`config.mk`:
```
export PLATFORM = sky130hd
export DESIGN_NAME = ddr_cmd_tracker
export DESIGN_NICKNAME = d
export VERILOG_FILES = /design/src/rtl/ddr_trk_pkg.sv /design/src/rtl/ddr_trk_decode.sv /design/src/rtl/ddr_trk_banks.sv /design/src/rtl/ddr_trk_power.sv /design/src/rtl/ddr_cmd_tracker.sv
export SDC_FILE = /design/constraint.sdc
export NUM_CORES = 1
export LEC_CHECK = 0
export CAP_MARGIN = 40
export CELL_PAD_IN_SITES_DETAIL_PLACEMENT = 1
export CELL_PAD_IN_SITES_GLOBAL_PLACEMENT = 1
export CORE_ASPECT_RATIO = 1.25
export CORE_MARGIN = 4
export CORE_UTILIZATION = 37
export CTS_BUF_LIST = sky130_fd_sc_hd__clkbuf_16
export DETAILED_ROUTE_END_ITERATION = 8
export PLACE_DENSITY_LB_ADDON = 0.25
export RECOVER_POWER = 100
export SETUP_SLACK_MARGIN = 0.05
export SLEW_MARGIN = 25
export SYNTH_ARGS = -nofsm -noshare
export SYNTH_HDL_FRONTEND = slang
export SYNTH_SLANG_ARGS = --single-unit
```
`constraint.sdc`:
```
create_clock -name clk -period 2.4 [get_ports clk]
set_input_delay 0.48 -clock clk [delete_from_list [all_inputs] [get_ports clk]]
set_output_delay 0.48 -clock clk [all_outputs]
set_load 0.005 [all_outputs]
```
`src/rtl/ddr_trk_pkg.sv`:
```
package ddr_trk_pkg;

  typedef enum logic [2:0] {
    CMD_NOP,
    CMD_ACT,
    CMD_RD,
    CMD_WR,
    CMD_PRE,
    CMD_REF,
    CMD_MRS
  } cmd_e;

  typedef enum logic [2:0] {
    PM_IDLE   = 3'd0,
    PM_ACTIVE = 3'd1,
    PM_PPD    = 3'd2,
    PM_APD    = 3'd3,
    PM_SREF   = 3'd4
  } pmode_e;

  typedef enum logic [1:0] {
    PS_NORM,
    PS_PPD,
    PS_APD,
    PS_SREF
  } pstate_e;

endpackage

```
`src/rtl/ddr_trk_decode.sv`:
```
module ddr_trk_decode
  import ddr_trk_pkg::*;
#(
  parameter int BAW = 2
) (
  input  logic           clk,
  input  logic           rst_n,
  input  logic           ras_n,
  input  logic           cas_n,
  input  logic           we_n,
  input  logic [BAW-1:0] ba,
  input  logic           cmd_ok,
  output cmd_e           cmd,
  output logic           mr_base_wr,
  output logic           mr_ext_wr
);

  logic mr_base_d, mr_ext_d;
  logic mr_base_q, mr_ext_q;

  // strobe decode; chip select is applied through cmd_ok
  always_comb begin
    unique case ({ras_n, cas_n, we_n})
      3'b011:  cmd = CMD_ACT;
      3'b101:  cmd = CMD_RD;
      3'b100:  cmd = CMD_WR;
      3'b010:  cmd = CMD_PRE;
      3'b001:  cmd = CMD_REF;
      3'b000:  cmd = CMD_MRS;
      default: cmd = CMD_NOP;
    endcase
  end

  always_comb begin
    mr_base_d = cmd_ok && (cmd == CMD_MRS) && (ba == BAW'(0));
    mr_ext_d  = cmd_ok && (cmd == CMD_MRS) && (ba == BAW'(1));
  end

  always_ff @(posedge clk or negedge rst_n) begin
    if (!rst_n) begin
      mr_base_q <= 1'b0;
      mr_ext_q  <= 1'b0;
    end else begin
      mr_base_q <= mr_base_d;
      mr_ext_q  <= mr_ext_d;
    end
  end

  assign mr_base_wr = mr_base_q;
  assign mr_ext_wr  = mr_ext_q;

  // the two selects never pulse together
  a_r11_mr_exclusive: assert property (@(posedge clk) disable iff (!rst_n)
    !(mr_base_q && mr_ext_q));

endmodule

```
`src/rtl/ddr_trk_banks.sv`:
```
module ddr_trk_banks
  import ddr_trk_pkg::*;
#(
  parameter int NB     = 4,
  parameter int AW     = 13,
  parameter int AP_BIT = 10,
  parameter int BAW    = 2
) (
  input  logic                   clk,
  input  logic                   rst_n,
  input  logic                   cmd_ok,
  input  cmd_e                   cmd,
  input  logic [BAW-1:0]         ba,
  input  logic [AW-1:0]          addr,
  output logic [NB-1:0]          open_q,
  output logic [NB-1:0][AW-1:0]  row_q,
  output logic                   any_open,
  output logic                   acc_start,
  output logic                   proto_err
);

  logic [NB-1:0]         open_d;
  logic [NB-1:0][AW-1:0] row_d;
  logic                  sel_open;
  logic                  is_rw;
  logic                  proto_d;
  logic                  proto_q;

  for (genvar i = 0; i < NB; i++) begin : g_bank
    logic          hit;
    logic          o_d;
    logic [AW-1:0] r_d;

    assign hit = (ba == BAW'(i));

    always_comb begin
      o_d = open_q[i];
      r_d = row_q[i];
      if (cmd_ok) begin
        unique case (cmd)
          CMD_ACT: if (hit && !open_q[i]) begin
            o_d = 1'b1;
            r_d = addr;
          end
          CMD_RD, CMD_WR: if (hit && open_q[i] && addr[AP_BIT]) o_d = 1'b0;
          CMD_PRE: if (hit || addr[AP_BIT]) o_d = 1'b0;
          default: ;
        endcase
      end
    end

    assign open_d[i] = o_d;
    assign row_d[i]  = r_d;
  end

  always_comb begin
    sel_open  = open_q[ba];
    is_rw     = (cmd == CMD_RD) || (cmd == CMD_WR);
    acc_start = cmd_ok && is_rw && sel_open;
    proto_d   = cmd_ok && (((cmd == CMD_ACT) && sel_open) || (is_rw && !sel_open));
  end

  always_ff @(posedge clk or negedge rst_n) begin
    if (!rst_n) begin
      open_q  <= '0;
      row_q   <= '0;
      proto_q <= 1'b0;
    end else begin
      open_q  <= open_d;
      row_q   <= row_d;
      proto_q <= proto_d;
    end
  end

  assign any_open  = |open_q;
  assign proto_err = proto_q;

  // no accepted command, no bank change
  a_r2_idle_stable: assert property (@(posedge clk) disable iff (!rst_n)
    !cmd_ok |=> $stable(open_q));

  // activate to a closed bank opens it with the given row
  a_r4_act_opens: assert property (@(posedge clk) disable iff (!rst_n)
    (cmd_ok && cmd == CMD_ACT && !open_q[ba])
      |=> (open_q[$past(ba)] && row_q[$past(ba)] == $past(addr)));

  // a flagged command left the open flags as they were
  a_r7_proto_no_change: assert property (@(posedge clk) disable iff (!rst_n)
    proto_q |-> (open_q == $past(open_q)));

  // precharge-all empties every bank
  a_r5_pre_all: assert property (@(posedge clk) disable iff (!rst_n)
    (cmd_ok && cmd == CMD_PRE && addr[AP_BIT]) |=> (open_q == '0));

endmodule

```
`src/rtl/ddr_trk_power.sv`:
```
module ddr_trk_power
  import ddr_trk_pkg::*;
#(
  parameter int ACC_CYC = 4
) (
  input  logic   clk,
  input  logic   rst_n,
  input  logic   cke,
  input  logic   cs_n,
  input  cmd_e   cmd,
  input  logic   any_open,
  input  logic   acc_start,
  output logic   cmd_ok,
  output pmode_e pmode,
  output logic   cke_err
);

  localparam int CW = $clog2(ACC_CYC + 1);

  pstate_e       st_q, st_d;
  logic          cke_q;
  logic [CW-1:0] acc_q, acc_d;
  logic          busy;
  logic          cke_err_d, cke_err_q;

  assign cmd_ok = (st_q == PS_NORM) && cke_q && !cs_n;

  always_comb begin
    st_d = st_q;
    unique case (st_q)
      PS_NORM: if (cke_q && !cke) begin
        if (cmd_ok && cmd == CMD_REF) st_d = PS_SREF;
        else if (any_open)            st_d = PS_APD;
        else                          st_d = PS_PPD;
      end
      PS_PPD, PS_APD, PS_SREF: if (cke) st_d = PS_NORM;
      default: st_d = PS_NORM;
    endcase
  end

  always_comb begin
    busy      = acc_start || (acc_q != '0);
    cke_err_d = busy && !cke;
    if (acc_start)          acc_d = CW'(ACC_CYC - 1);
    else if (acc_q != '0)   acc_d = acc_q - CW'(1);
    else                    acc_d = '0;
  end

  always_ff @(posedge clk or negedge rst_n) begin
    if (!rst_n) begin
      st_q      <= PS_NORM;
      cke_q     <= 1'b0;
      acc_q     <= '0;
      cke_err_q <= 1'b0;
    end else begin
      st_q      <= st_d;
      cke_q     <= cke;
      acc_q     <= acc_d;
      cke_err_q <= cke_err_d;
    end
  end

  // self-refresh exit follows the clock-enable pin with no clock edge
  always_comb begin
    unique case (st_q)
      PS_PPD:  pmode = PM_PPD;
      PS_APD:  pmode = PM_APD;
      PS_SREF: pmode = cke ? PM_IDLE : PM_SREF;
      default: pmode = any_open ? PM_ACTIVE : PM_IDLE;
    endcase
  end

  assign cke_err = cke_err_q;

  // falling clock enable with all banks closed enters precharge power-down
  a_r8_ppd_entry: assert property (@(posedge clk) disable iff (!rst_n)
    (st_q == PS_NORM && cke_q && !cke && !any_open && !(cmd_ok && cmd == CMD_REF))
      |=> (pmode == PM_PPD));

  // refresh with clock enable falling lands in self refresh
  a_r9_sref_entry: assert property (@(posedge clk) disable iff (!rst_n)
    (cmd_ok && cmd == CMD_REF && !cke) |=> (st_q == PS_SREF));

  // clock enable low inside an access window is reported
  a_r10_cke_in_access: assert property (@(posedge clk) disable iff (!rst_n)
    (busy && !cke) |=> cke_err);

  // nothing is accepted while powered down
  a_r3_no_cmd_when_down: assert property (@(posedge clk) disable iff (!rst_n)
    (st_q != PS_NORM) |-> !cmd_ok);

endmodule

```
`src/rtl/ddr_cmd_tracker.sv`:
```
module ddr_cmd_tracker
  import ddr_trk_pkg::*;
#(
  parameter int NB      = 4,
  parameter int AW      = 13,
  parameter int AP_BIT  = 10,
  parameter int ACC_CYC = 4,
  localparam int BAW    = $clog2(NB)
) (
  input  logic              clk,
  input  logic              rst_n,
  input  logic              cke,
  input  logic              cs_n,
  input  logic              ras_n,
  input  logic              cas_n,
  input  logic              we_n,
  input  logic [BAW-1:0]    ba,
  input  logic [AW-1:0]     addr,
  output logic [NB-1:0]     bank_open,
  output logic [NB*AW-1:0]  open_row,
  output logic [2:0]        pmode,
  output logic              proto_err,
  output logic              cke_err,
  output logic              mr_base_wr,
  output logic              mr_ext_wr
);

  logic [1:0]            rst_sync;
  logic                  rst_int_n;
  cmd_e                  cmd;
  logic                  cmd_ok;
  logic                  any_open;
  logic                  acc_start;
  logic [NB-1:0][AW-1:0] row_q;
  pmode_e                pmode_int;

  // asynchronous assertion, synchronous release
  always_ff @(posedge clk or negedge rst_n) begin
    if (!rst_n) rst_sync <= 2'b00;
    else        rst_sync <= {rst_sync[0], 1'b1};
  end
  assign rst_int_n = rst_sync[1];

  ddr_trk_decode #(.BAW(BAW)) u_dec (
    .clk        (clk),
    .rst_n      (rst_int_n),
    .ras_n      (ras_n),
    .cas_n      (cas_n),
    .we_n       (we_n),
    .ba         (ba),
    .cmd_ok     (cmd_ok),
    .cmd        (cmd),
    .mr_base_wr (mr_base_wr),
    .mr_ext_wr  (mr_ext_wr)
  );

  ddr_trk_banks #(.NB(NB), .AW(AW), .AP_BIT(AP_BIT), .BAW(BAW)) u_banks (
    .clk       (clk),
    .rst_n     (rst_int_n),
    .cmd_ok    (cmd_ok),
    .cmd       (cmd),
    .ba        (ba),
    .addr      (addr),
    .open_q    (bank_open),
    .row_q     (row_q),
    .any_open  (any_open),
    .acc_start (acc_start),
    .proto_err (proto_err)
  );

  ddr_trk_power #(.ACC_CYC(ACC_CYC)) u_pwr (
    .clk       (clk),
    .rst_n     (rst_int_n),
    .cke       (cke),
    .cs_n      (cs_n),
    .cmd       (cmd),
    .any_open  (any_open),
    .acc_start (acc_start),
    .cmd_ok    (cmd_ok),
    .pmode     (pmode_int),
    .cke_err   (cke_err)
  );

  assign open_row = row_q;
  assign pmode    = pmode_int;

endmodule

```
# Word-level counts from Yosys, hierarchy flattened
# Index checks and enable logic that the tools add are counted.
[op_classes]
n_lt_le_gt_ge = 1
n_eq_ne = 31
reduce_logical = 56
add_sub_neg = 1
muxes = 29
[ops]
columns = ["operator", "n"]
rows = [
  ["1-bit logical AND", 25],
  ["2-bit by 1-bit inequality test with 1-bit output (second input constant)", 12],
  ["5-bit AND reduction", 4],
  ["3-bit case mux with 6 select lines", 1],
  ["3-bit == test (second input constant)", 5],
  ["1-bit two-way mux", 14],
  ["3-bit by 2-bit == test with 1-bit output (second input constant)", 4],
  ["1-bit case mux with 3 select lines", 4],
  ["3-bit AND reduction", 4],
  ["3-bit two-way mux", 3],
  ["3-bit case mux with 3 select lines", 1],
  ["2-bit == test (second input constant)", 4],
  ["2-bit two-way mux", 4],
  ["1-bit zero test", 7],
  ["1-bit logical OR", 7],
  ["3-bit by 1-bit == test with 1-bit output (second input constant)", 2],
  ["3-bit nonzero test", 2],
  ["2-bit by 1-bit == test with 1-bit output (second input constant)", 2],
  ["2-bit zero test", 2],
  ["2-bit inequality test (second input constant)", 2],
  ["2-bit case mux with 2 select lines", 1],
  ["4-bit OR reduction", 1],
  ["3-bit zero test", 1],
  ["2-bit by 3-bit < comparator with 1-bit output (second input constant)", 1],
  ["5 further kinds", 5],
]
[word_totals]
reg_bits = 68
input_bits = 22

# Longest topological paths before layout
[logic_depth]
ltp_word = 8
mapped_depth = 7

# Hierarchy
# A second synthesis with hierarchy kept.
[unflattened]
cells_unflattened = 200
hier_area_um2 = 2919.0
[modules_own_cells]
columns = ["module", "seq_area_each_um2", "cells_per_inst", "area_each_um2", "n_inst"]
rows = [
  ["ddr_trk_banks", 1426.4, 152, 2378.5, 1],
  ["ddr_trk_power", 175.2, 34, 365.4, 1],
  ["ddr_trk_decode", 50.0, 11, 121.4, 1],
  ["ddr_cmd_tracker", 50.0, 3, 53.8, 1],
]

# Worst setup path before layout
# No wires, ideal clock.
[synth_path]
path_kind = "flip-flop to flip-flop"
from = "register u_pwr.st_q[0]"
to = "register u_banks.row_q[49] (netlist name)"
period_less_slack_ps = 1899
path_stages_with_launch = 8
arrival_time_ps = 1771
n_path_buf = 1
path_slack_ps = 501
cell_sequence = "dfrtp_1 > inv_1 > ha_1 > and4bb_4 > nand3_4 > nor3_4 > buf_6 > mux2_1"
[synth_via]
elab_chain_len = 4
[synth_rtl]
columns = ["element", "line", "rtl"]
rows = [
  ["from (decl)", "ddr_trk_power.sv:20", "pstate_e st_q, st_d;"],
  ["from (signal assigned)", "ddr_trk_power.sv:56", "st_q <= st_d;"],
  ["2-bit zero test", "ddr_trk_power.sv:26", "assign cmd_ok = (st_q == PS_NORM) && cke_q && !cs_n;"],
  ["1-bit logical AND (2 in series)", "ddr_trk_power.sv:26", ""],
  ["3-bit AND reduction (no source line)", "--", ""],
  ["to (signal assigned)", "ddr_trk_banks.sv:70", "row_q <= row_d;"],
  ["to (decl)", "ddr_trk_banks.sv:16", "output logic [NB-1:0][AW-1:0] row_q,"],
]
# No other way between the ends.
# A chain may end at the register's enable or synchronous reset.

# Worst setup path after layout
[layout_path]
from = "input port cke"
to = "output port pmode[2]"
[layout_via]
elab_chain_len = 2
[layout_rtl]
columns = ["element", "line", "rtl"]
rows = [
  ["from (decl)", "ddr_cmd_tracker.sv:12", "input logic cke,"],
  ["3-bit two-way mux", "ddr_trk_power.sv:68", "PS_SREF: pmode = cke ? PM_IDLE : PM_SREF;"],
  ["3-bit case mux with 3 select lines", "ddr_trk_power.sv:65", "unique case (st_q)"],
  ["to (decl)", "ddr_cmd_tracker.sv:21", "output logic [2:0] pmode,"],
]
# No other way between the ends.

==> flow_metrics.tcl <==
set metrics [dict create \
    vdd_drop_max_v 0.000492 \
    reg2regPathDepth 7 \
    start_util_pct 38.7 \
    synthArstFlopShare_pct 100 \
    die_x_um 87.4 \
    cts_made_buffers 9 \
    ys_seq_elements 68 \
    path_cells "dlygate4sd3_1 -> nor3b_1 -> clkdlybuf4s50_1" \
    synth_top_family_by_area "multiplexers" \
    via_count 2124 \
    hp-start "rst_sync[0]" \
    hpwl_um 5600 \
    r2r_end "u_banks.row_q[44]" \
    ys_warn_count 0 \
    core_mm2 0.00753 \
    syn_nets 238 \
    dieArea_mm2 0.00938 \
    synth_adder_area_share_pct 1.72 \
    clock_latency_ns 0.33 \
    crit_path_start_kind "input port" \
    endpoint_kind "output port" \
    relSlewSlack_pct 15.5 \
    grt_usage_pct 18.5 \
    fill_cells 782 \
    ys_types 43 \
    finalSetupViolCount 0 \
    gr-total-overflow 0 \
    drt_iter0_drc 27 \
    clock_skew_ns 0.00622 \
    yosysTopAreaCellShare_pct 58.3 \
    post_synth_instance_area_mm2 0.00292 \
    drt-total-wl_um 7980 \
    synthFlopType "dfrtp_1" \
    grt_max_degree 32 \
    p_total_mw 4.15 \
    crit_buf_inv 2 \
    cts_tree "done" \
    synthSimpleGateAreaFrac_pct 10.7 \
    multiInputGateArea_mm2 0.00113 \
    hold_violations 0 \
    drv_cap 0 \
    postSynthAreaPerCell_um2 13.8 \
    routedWlPerCell_um 19.4 \
    p_leak_nw 2.11 \
    port_buffers 84 \
    cts_sinks 68 \
    io_pins 85 \
    htreeDepth 3 \
    yosysMostFrequentCell "dfrtp_1" \
    fin_crit_sh_pct 92.9 \
    antenna_left 0 \
    hold_end "rst_sync[1]" \
    regToRegStartpoint "u_pwr.st_q[0]" \
    rsz0062_at_grt "no" \
    crit_fanout 2 \
    synthMuxAreaShare_pct 21.6 \
    synth_xor_area_share_pct 0 \
    diodes 0 \
    critPathKind "input port to output port" \
    path_clk_slew_ns 0.06 \
    cts_buffer_depth 2 \
    synth_edf_count 0 \
    drc 0 \
    die_h_um 107 \
    critPathMaxStageDelay_ns 0.56 \
    powerDensity_mw_per_mm2 973 \
    grt_antenna_before_repair 0 \
    fp-row-count 35 \
    final_nets 340 \
    synth_area_leaders "dfrtp_1 (58%), mux2_2 (14%), mux2_1 (6.2%), ha_1 (1.7%), nor2_1 (1.3%)" \
    run_status "completed" \
    synth_compound_area_share_pct 4.85 \
    cts_root_buffer "clkbuf_16" \
    cp.required_ns 1.92 \
    hold-path-cell-count 0 \
    synth_commonest_cells "dfrtp_1 (68), mux2_2 (37), mux2_1 (16), nor2_1 (10), nand2_1 (9)" \
    cp_slowest_cell "dlygate4sd3_1" \
    regArea_mm2 0.00170 \
    grt_pass1_wl_um 13200 \
    worst_pin_slew_ns 1.27 \
    synthToLayoutAreaGrowth_pct 46.1 \
    fmax_ghz 0.449 \
    vias_per_cell 5.17 \
    netlist_instances 212 \
    hp-class "register to register" \
    finalMaxSlewViolations 0 \
    drt_pass1_iterations 4 \
    r2r_slack_ns 0.23 \
    yosysSeqAreaShare_pct 58.3 \
    cp.depth 3 \
    drive_above_1_share_pct 21.9 \
    synth_area_leader_cell "dfrtp_1" \
    path_delay_family "buffers and inverters" \
    min_period_ns 2.23 \
    cp_data_arrival_time_ns 1.75 \
    setup_tns_ns 0 \
    gp_congestion 0.753 \
    grt_pass1_vias 2394 \
]
-- sequential cells by signal (all words and copies together), names as in the netlist --
| signal | flops |
|---|---|
| rst_sync | 2 |
| u_banks.open_q | 4 |
| u_banks.proto_err | 1 |
| u_banks.row_q | 52 |
| u_dec.mr_base_wr | 1 |
| u_dec.mr_ext_wr | 1 |
| u_pwr.acc_q | 3 |
| u_pwr.cke_err | 1 |
| u_pwr.cke_q | 1 |
| u_pwr.st_q | 2 |
-- final cells by class --
type / count / share of cell area [%]
Clock buffer: 9 / 5.28
Multi-Input combinational cell: 129 / 26.5
Inverter: 6 / 0.528
Sequential cell: 68 / 39.9
Timing Repair Buffer: 100 / 22.9
Tap cell: 92 / 2.70
Clock inverter: 7 / 2.14
-- repair_timing --
action,in CTS,in global routing
setup endpoints to repair,0,2
hold buffers,0,0
buffers inserted,0,0
resized for setup,0,2
-- cell families after synthesis --
family                   Yosys count
AND/OR/NAND/NOR                   48
other                              1
buffers and inverters             15
adder cells (fa/ha/maj)            4
flip-flops                        68
multiplexers                      55
AO/OA/AOI/OAI                     21
-- worst max-delay path by stage --
stage | startpoint | endpoint | slack [ns]
6_report | cke | pmode[2] | 0.17
2_1_floorplan | rst_sync[1] | u_banks.open_q[0] | 0.37
3_5_place_dp | ba[0] | u_banks.row_q[18] | 0.02
3_3_place_gp | ba[0] | u_banks.row_q[25] | 0.08
4_1_cts | u_pwr.st_q[0] | pmode[0] | 0.07
5_1_grt | u_pwr.st_q[0] | pmode[2] | 0.07
-- per-layer routing --
metal	wire, um	up-vias	global-route usage [%]
met5	0	-	0
met4	118	0	6.36
met3	597	10	6.97
met2	4340	63	31.8
met1	2920	1091	20.5
li1	-	960	-
-- stage by stage --
| stage | hold WS, ns | std cells | utilization [%] | worst slack, ns | area, um2 |
|---|---|---|---|---|---|
| detailed placement | 0.336 | 395 | 52.8 | 0.0188 | 3980 |
| CTS | 0.303 | 411 | 57.0 | 0.0741 | 4290 |
| global placement | 0.329 | 395 | 52.8 | 0.0765 | 3980 |
| finish | 0.347 | 411 | 56.6 | 0.171 | 4260 |
| global route | 0.352 | 411 | 56.6 | 0.0694 | 4260 |
| floorplan | 0.184 | 212 | - | 0.366 | 2920 |
-- placed cells by master, fill, tap and decap left out, types with 7 or more instances in the layout --
master / count
mux2_1: 16
clkbuf_16: 9
clkdlybuf4s50_1: 22
mux2_2: 37
buf_4: 7
dfrtp_1: 68
nor2_1: 12
nand2_1: 9
o21ai_0: 7
dlygate4sd3_1: 62
-- where the power goes --
group	internal (mW)	switching [mW]
Sequential	1.41	0.181
Clock	0.905	0.499
Combinational	0.694	0.458
(Power assumes the default switching activity.)
